`src/rtl/can_gmode_pkg.sv`:
```
package can_gmode_pkg;

    typedef enum logic [2:0] {
        RG_GLOB   = 3'd0,
        RG_CHREG  = 3'd1,
        RG_STAGE  = 3'd2,
        RG_MSGB   = 3'd3,
        RG_LKSTAT = 3'd4,
        RG_LKGO   = 3'd5,
        RG_RSV6   = 3'd6,
        RG_RSV7   = 3'd7
    } region_e;

    localparam int NUM_DN = 5;

    localparam int GB_MODE    = 0;
    localparam int GB_SHD     = 1;
    localparam int GB_TSRUN   = 2;
    localparam int GB_ALLINIT = 3;
    localparam int GB_ERR     = 8;

endpackage

```
`src/rtl/can_gmode_decode.sv`:
```
module can_gmode_decode
    import can_gmode_pkg::*;
#(
    parameter int AW     = 12,
    parameter int NUM_CH = 4,
    parameter int OFF_W  = AW - 3,
    parameter int CH_W   = (NUM_CH > 1) ? $clog2(NUM_CH) : 1
) (
    input  logic [AW-1:0]    addr,
    output region_e          region,
    output logic [OFF_W-1:0] offset,
    output logic [CH_W-1:0]  ch_idx,
    output logic             ch_valid
);

    always_comb begin
        region   = region_e'(addr[AW-1 -: 3]);
        offset   = addr[OFF_W-1:0];
        ch_idx   = addr[OFF_W-1 -: CH_W];
        ch_valid = (int'(ch_idx) < NUM_CH);
    end

endmodule

```
`src/rtl/can_gmode_perm.sv`:
```
module can_gmode_perm
    import can_gmode_pkg::*;
(
    input  logic              req,
    input  logic              wr,
    input  logic              mode,
    input  region_e           region,
    input  logic              ch_valid,
    output logic              allow,
    output logic [NUM_DN-1:0] sel
);

    always_comb begin
        unique case (region)
            RG_GLOB:   allow = 1'b1;
            RG_CHREG:  allow = mode && ch_valid;
            RG_STAGE:  allow = !mode;
            RG_MSGB:   allow = 1'b1;
            RG_LKSTAT: allow = !(wr && mode);
            RG_LKGO:   allow = !(wr && !mode);
            default:   allow = 1'b0;
        endcase
    end

    for (genvar i = 0; i < NUM_DN; i++) begin : g_sel
        assign sel[i] = req && allow && (region == region_e'(i + 1));
    end

endmodule

```
`src/rtl/can_gmode_glob.sv`:
```
module can_gmode_glob (
    input  logic mode_q,
    input  logic shd_q,
    input  logic all_init,
    input  logic wr_mode,
    input  logic wr_shd,
    output logic mode_nx,
    output logic shd_nx,
    output logic conflict
);

    logic may_leave;

    always_comb begin
        may_leave = mode_q && shd_q && all_init;
        conflict  = (wr_mode != mode_q) && (wr_shd != shd_q);
        shd_nx    = wr_shd;
        if (wr_mode) begin
            mode_nx = 1'b1;
        end else if (may_leave) begin
            mode_nx = 1'b0;
        end else begin
            mode_nx = mode_q;
        end
    end

endmodule

```
`src/rtl/can_gmode_guard.sv`:
```
module can_gmode_guard
    import can_gmode_pkg::*;
#(
    parameter int NUM_CH = 4,
    parameter int AW     = 12,
    parameter int DW     = 32
) (
    input  logic              clk,
    input  logic              rst_n,
    input  logic              h_req,
    input  logic              h_wr,
    input  logic [AW-1:0]     h_addr,
    input  logic [DW-1:0]     h_wdata,
    output logic [DW-1:0]     h_rdata,
    output logic              h_rvalid,
    output logic [4:0]        dn_sel,
    output logic [NUM_CH-1:0] dn_ch_sel,
    output logic              dn_wr,
    output logic [AW-4:0]     dn_addr,
    output logic [DW-1:0]     dn_wdata,
    input  logic [DW-1:0]     dn_rdata,
    input  logic [NUM_CH-1:0] ch_init,
    input  logic              ts_run,
    output logic [NUM_CH-1:0] ch_rst,
    output logic              gmode,
    output logic              err_irq,
    output logic              err_flag
);

    localparam int OFF_W = AW - 3;
    localparam int CH_W  = (NUM_CH > 1) ? $clog2(NUM_CH) : 1;

    typedef struct packed {
        logic          mode;
        logic          shd;
        logic          err_flag;
        logic          err_pulse;
        logic          rvalid;
        logic [DW-1:0] rdata;
    } state_t;

    state_t st_d, st_q;

    region_e           region;
    logic [OFF_W-1:0]  offset;
    logic [CH_W-1:0]   ch_idx;
    logic              ch_valid;
    logic              allow;
    logic [NUM_DN-1:0] sel;
    logic              all_init;
    logic              mode_nx;
    logic              shd_nx;
    logic              conflict;
    logic              glob_wr;
    logic              err_set;
    logic [DW-1:0]     status_word;

    can_gmode_decode #(
        .AW     (AW),
        .NUM_CH (NUM_CH),
        .OFF_W  (OFF_W),
        .CH_W   (CH_W)
    ) i_decode (
        .addr     (h_addr),
        .region   (region),
        .offset   (offset),
        .ch_idx   (ch_idx),
        .ch_valid (ch_valid)
    );

    can_gmode_perm i_perm (
        .req      (h_req),
        .wr       (h_wr),
        .mode     (st_q.mode),
        .region   (region),
        .ch_valid (ch_valid),
        .allow    (allow),
        .sel      (sel)
    );

    can_gmode_glob i_glob (
        .mode_q   (st_q.mode),
        .shd_q    (st_q.shd),
        .all_init (all_init),
        .wr_mode  (h_wdata[GB_MODE]),
        .wr_shd   (h_wdata[GB_SHD]),
        .mode_nx  (mode_nx),
        .shd_nx   (shd_nx),
        .conflict (conflict)
    );

    always_comb begin
        all_init                = &ch_init;
        status_word             = '0;
        status_word[GB_MODE]    = st_q.mode;
        status_word[GB_SHD]     = st_q.shd;
        status_word[GB_TSRUN]   = ts_run;
        status_word[GB_ALLINIT] = all_init;
        status_word[GB_ERR]     = st_q.err_flag;
    end

    always_comb begin
        st_d           = st_q;
        st_d.err_pulse = 1'b0;
        st_d.rvalid    = 1'b0;
        st_d.rdata     = '0;

        glob_wr = h_req && h_wr && (region == RG_GLOB);
        err_set = (h_req && !allow) || (glob_wr && conflict);

        if (h_req && !h_wr) begin
            st_d.rvalid = 1'b1;
            if (allow) begin
                st_d.rdata = (region == RG_GLOB) ? status_word : dn_rdata;
            end
        end

        if (glob_wr && !conflict) begin
            st_d.mode = mode_nx;
            st_d.shd  = shd_nx;
        end

        st_d.err_pulse = err_set;
        if (err_set) begin
            st_d.err_flag = 1'b1;
        end else if (glob_wr && h_wdata[GB_ERR]) begin
            st_d.err_flag = 1'b0;
        end
    end

    always_ff @(posedge clk or negedge rst_n) begin
        if (!rst_n) begin
            st_q <= '0;
        end else begin
            st_q <= st_d;
        end
    end

    for (genvar c = 0; c < NUM_CH; c++) begin : g_ch
        assign ch_rst[c]    = ~st_q.mode;
        assign dn_ch_sel[c] = sel[0] && (ch_idx == CH_W'(c));
    end

    assign dn_sel   = sel;
    assign dn_wr    = h_wr;
    assign dn_addr  = offset;
    assign dn_wdata = h_wdata;
    assign h_rdata  = st_q.rdata;
    assign h_rvalid = st_q.rvalid;
    assign gmode    = st_q.mode;
    assign err_irq  = st_q.err_pulse;
    assign err_flag = st_q.err_flag;

endmodule

```
`config.mk`:
```
export PLATFORM = sky130hd
export DESIGN_NAME = can_gmode_guard
export DESIGN_NICKNAME = d
export VERILOG_FILES = /design/src/rtl/can_gmode_pkg.sv /design/src/rtl/can_gmode_decode.sv /design/src/rtl/can_gmode_perm.sv /design/src/rtl/can_gmode_glob.sv /design/src/rtl/can_gmode_guard.sv
export SDC_FILE = /design/constraint.sdc
export NUM_CORES = 1
export LEC_CHECK = 0
export BUFFER_PORTS_ARGS = -buffer_cell sky130_fd_sc_hd__buf_4
export CORE_ASPECT_RATIO = 0.6
export CORE_MARGIN = 3
export CORE_UTILIZATION = 40
export CTS_BUF_LIST = sky130_fd_sc_hd__clkbuf_2 sky130_fd_sc_hd__clkbuf_4 sky130_fd_sc_hd__clkbuf_8
export CTS_CLUSTER_DIAMETER = 150
export CTS_CLUSTER_SIZE = 30
export DETAILED_ROUTE_END_ITERATION = 6
export PLACE_DENSITY = 0.86
export SYNTH_ARGS = -nofsm -noshare
export SYNTH_HDL_FRONTEND = slang
export SYNTH_SLANG_ARGS = --single-unit
```
`constraint.sdc`:
```
create_clock -name clk -period 4.3 [get_ports clk]
set_input_delay 1.29 -clock clk [delete_from_list [all_inputs] [get_ports clk]]
set_output_delay 1.29 -clock clk [all_outputs]
set_load 0.01 [all_outputs]
```
==> impl_metrics.json <==
{
  "place_congestion": 0.787,
  "clock_latency_ps": 270,
  "synthSimpleGateAreaFrac_pct": 18.0,
  "hp-class": "reg -> reg",
  "leakage_nw": 1.31,
  "cts_resized": 0,
  "first_iter_violations": 77,
  "core-area_um2": 4350,
  "yosys_warnings": 0,
  "area_growth_pct": 29.3,
  "r2r-end": "h_rdata[27]",
  "io_pins": 176,
  "p_seq_share_pct": 50.8,
  "synth.largest_area_cell": "dfrtp_1",
  "antenna_found_initial": 0,
  "regToRegSetupSlack_ps": 2580,
  "rows": 18,
  "postCtsHoldBufs": 0,
  "crit_chain": "buf_4 > nor2b_1 > nand3_1 > inv_1 > and3_1 > buf_4",
  "p_per_area_nw_per_um2": 294,
  "synthesis.area_um2": 1910,
  "ys.flop_type": "dfrtp_1",
  "setup_viol": 0,
  "viasPerCell": 4.69,
  "clkPwrFrac_pct": 33.3,
  "grt_pass1_wl_mm": 6.67,
  "layout-drive-gt1-share_pct": 50.2,
  "hp-start": "st_q[35]",
  "clkSlewWorstSetupHoldPaths_ps": 70,
  "layout_common_cells": "103 x buf_4, 37 x dfrtp_1, 27 x and2_1",
  "synth_edf_count": 0,
  "fin_util_pct": 56.8,
  "grt_max_degree": 38,
  "rsz0062_at_grt": "no",
  "multi_input_area_um2": 581,
  "fin_crit_sh_pct": 82.0,
  "placed_cells": 284,
  "holdPathStages": 1,
  "first_pass_iters": 4,
  "dp_hpwl_mm": 3.63,
  "ir_drop_uv": 185,
  "cts_root_buf": "clkbuf_8",
  "antennaDiodeCount": 0,
  "grt_pass1_vias": 1415,
  "routed-via-count": 1364,
  "tritoncts": "built",
  "tightest_slew_ps": 535,
  "min_to": "st_q[35]",
  "finalSetupTns_ps": 0,
  "slew_violations": 0,
  "synth_top_area_share_pct": 48.5,
  "seq_area_um2": 926,
  "p_sw_share_pct": 23.2,
  "max_freq_ghz": 0.284,
  "h-tree-depth": 2,
  "yosys.area_share.xor_xnor_pct": 0.918,
  "cp.required_ps": 3010,
  "syn-num-nets": 258,
  "routed_wl_mm": 4.49,
  "finalHoldViolCount": 0,
  "wl_per_cell_um": 15.4,
  "yosys-mux-area-fraction_pct": 3.80,
  "maxSlewHeadroom_pct": 63.9,
  "async_flop_share_pct": 100,
  "start_kind": "input port",
  "status": "completed",
  "synth_cell_types": 38,
  "clock_skew_ps": 2.16,
  "nets": 316,
  "internal_power_uw": 557,
  "initial_core_util_pct": 43.9,
  "synthCells": 173,
  "drc_errors": 0,
  "comb_power_share_pct": 16.0,
  "switching_power_uw": 168,
  "path_max_fanout": 12,
  "fillers": 381,
  "cts_buffer_depth": 2,
  "cts_inserted_buffers": 5,
  "critPathKind": "in -> out",
  "hold_slack_ps": 594,
  "layout_min_cycle_time_ps": 3530,
  "critPathArrivalTime_ps": 2240,
  "fp.dieArea_um2": 5660,
  "synth_fa_ha_area_share_pct": 0,
  "regToRegStartpoint": "gmode",
  "cts_setup_buffers": 0,
  "dieHeight_um": 59.5,
  "cp_common_cell": "buf_4",
  "gr-usage-all-layers_pct": 15.8,
  "worst_setup_path_end_kind": "output port",
  "rr_worst_depth": 3,
  "final_common_cell": "buf_4",
  "port_buffers": 103,
  "layoutNonFillerInstCount": 291,
  "ys_ff_latch": 37,
  "fp.dieW_um": 95.2,
  "final_antenna_net_count": 0,
  "clkSinkCount": 37,
  "synth-compound-area-share_pct": 7.67,
  "crit_path_max_incr_delay_ps": 200,
  "synth_top_family_by_area": "buffers and inverters",
  "synthTopCellsByArea": "dfrtp_1 49%, buf_4 18%, and2_1 8.9%",
  "syn_avg_cell_area_um2": 11.0,
  "ys_seq_area_share_pct": 48.5,
  "drv_cap": 0,
  "globalRouteOverflowTotal": 0,
  "slowest_stage": "nor2b_1"
}
==> cells by family after synthesis <==
kind of cell	Yosys count
multiplexers	7
flip-flops	37
buffers and inverters	58
AND/OR/NAND/NOR	53
XOR/XNOR	2
AO/OA/AOI/OAI	16
==> stage by stage <==
step / setup slack [ps] / cell area (µm²) / power, mW
after CTS: 810 / 2470 / 0.735
after detailed placement: 812 / 2380 / 0.491
final: 775 / 2470 / 0.725
after floorplan: 862 / 1910 / 0.456
after global routing: 649 / 2470 / 0.767
after global placement: 861 / 2380 / 0.488
==> registers in the layout, indices dropped and copies added, names as in the netlist <==
| name | flops |
|---|---|
| h_rvalid | 1 |
| st_q | 1 |
| err_irq | 1 |
| h_rdata | 32 |
| gmode | 1 |
| err_flag | 1 |
==> per-layer routing <==
metal | track usage (%) | vias to the layer above | routed length (µm)
met5 | 0 | - | 0
met4 | 5.34 | 0 | 31
met3 | 9.14 | 4 | 573
met2 | 23.6 | 86 | 2050
met1 | 19.1 | 633 | 1830
li1 | - | 641 | -
==> power by group through the flow <==
stage / Sequential (mW) / Clock [mW] / Combinational [mW]
global placement: 0.374 / 0 / 0.115
finish: 0.368 / 0.241 / 0.116
detailed placement: 0.374 / 0 / 0.117
global route: 0.369 / 0.270 / 0.127
floorplan: 0.379 / 0 / 0.0772
CTS: 0.368 / 0.250 / 0.117
==> worst max-delay path, delay by kind of cell <==
family / cells / cell delay [ps]
and+or+nand+nor: 3 / 540
buffers and inverters: 3 / 400
==> how the worst max path moves through the flow <==
stage,startpoint,to,slack (ps),cells after the start
after global routing,h_addr[11],dn_ch_sel[3],650,6
final,h_addr[11],dn_ch_sel[3],770,6
after CTS,h_addr[11],dn_ch_sel[1],810,5
after floorplan,h_addr[11],dn_sel[3],860,3
after global placement,h_addr[11],dn_ch_sel[1],860,5
after detailed placement,h_addr[11],dn_ch_sel[1],810,5
==> layout make-up <==
class                           instances  area share, %
Clock buffer                            7           3.65
Inverter                                6          0.913
Multi-Input combinational cell         78           23.5
Sequential cell                        37           37.5
Tap cell                               60           3.04
Timing Repair Buffer                  103           31.3
==> cells in the mapped netlist, types with 2 or more instances <==
cell type	instances
a2111oi_0	2
and2_1	27
and2b_1	2
and3_1	2
and4_1	2
buf_2	6
buf_4	45
dfrtp_1	37
inv_1	6
mux2i_1	5
nand2_1	3
nor2b_1	2
nor3_1	6
nor3b_1	3
xor2_1	2
No activity file was read; power rests on OpenSTA's default activity.
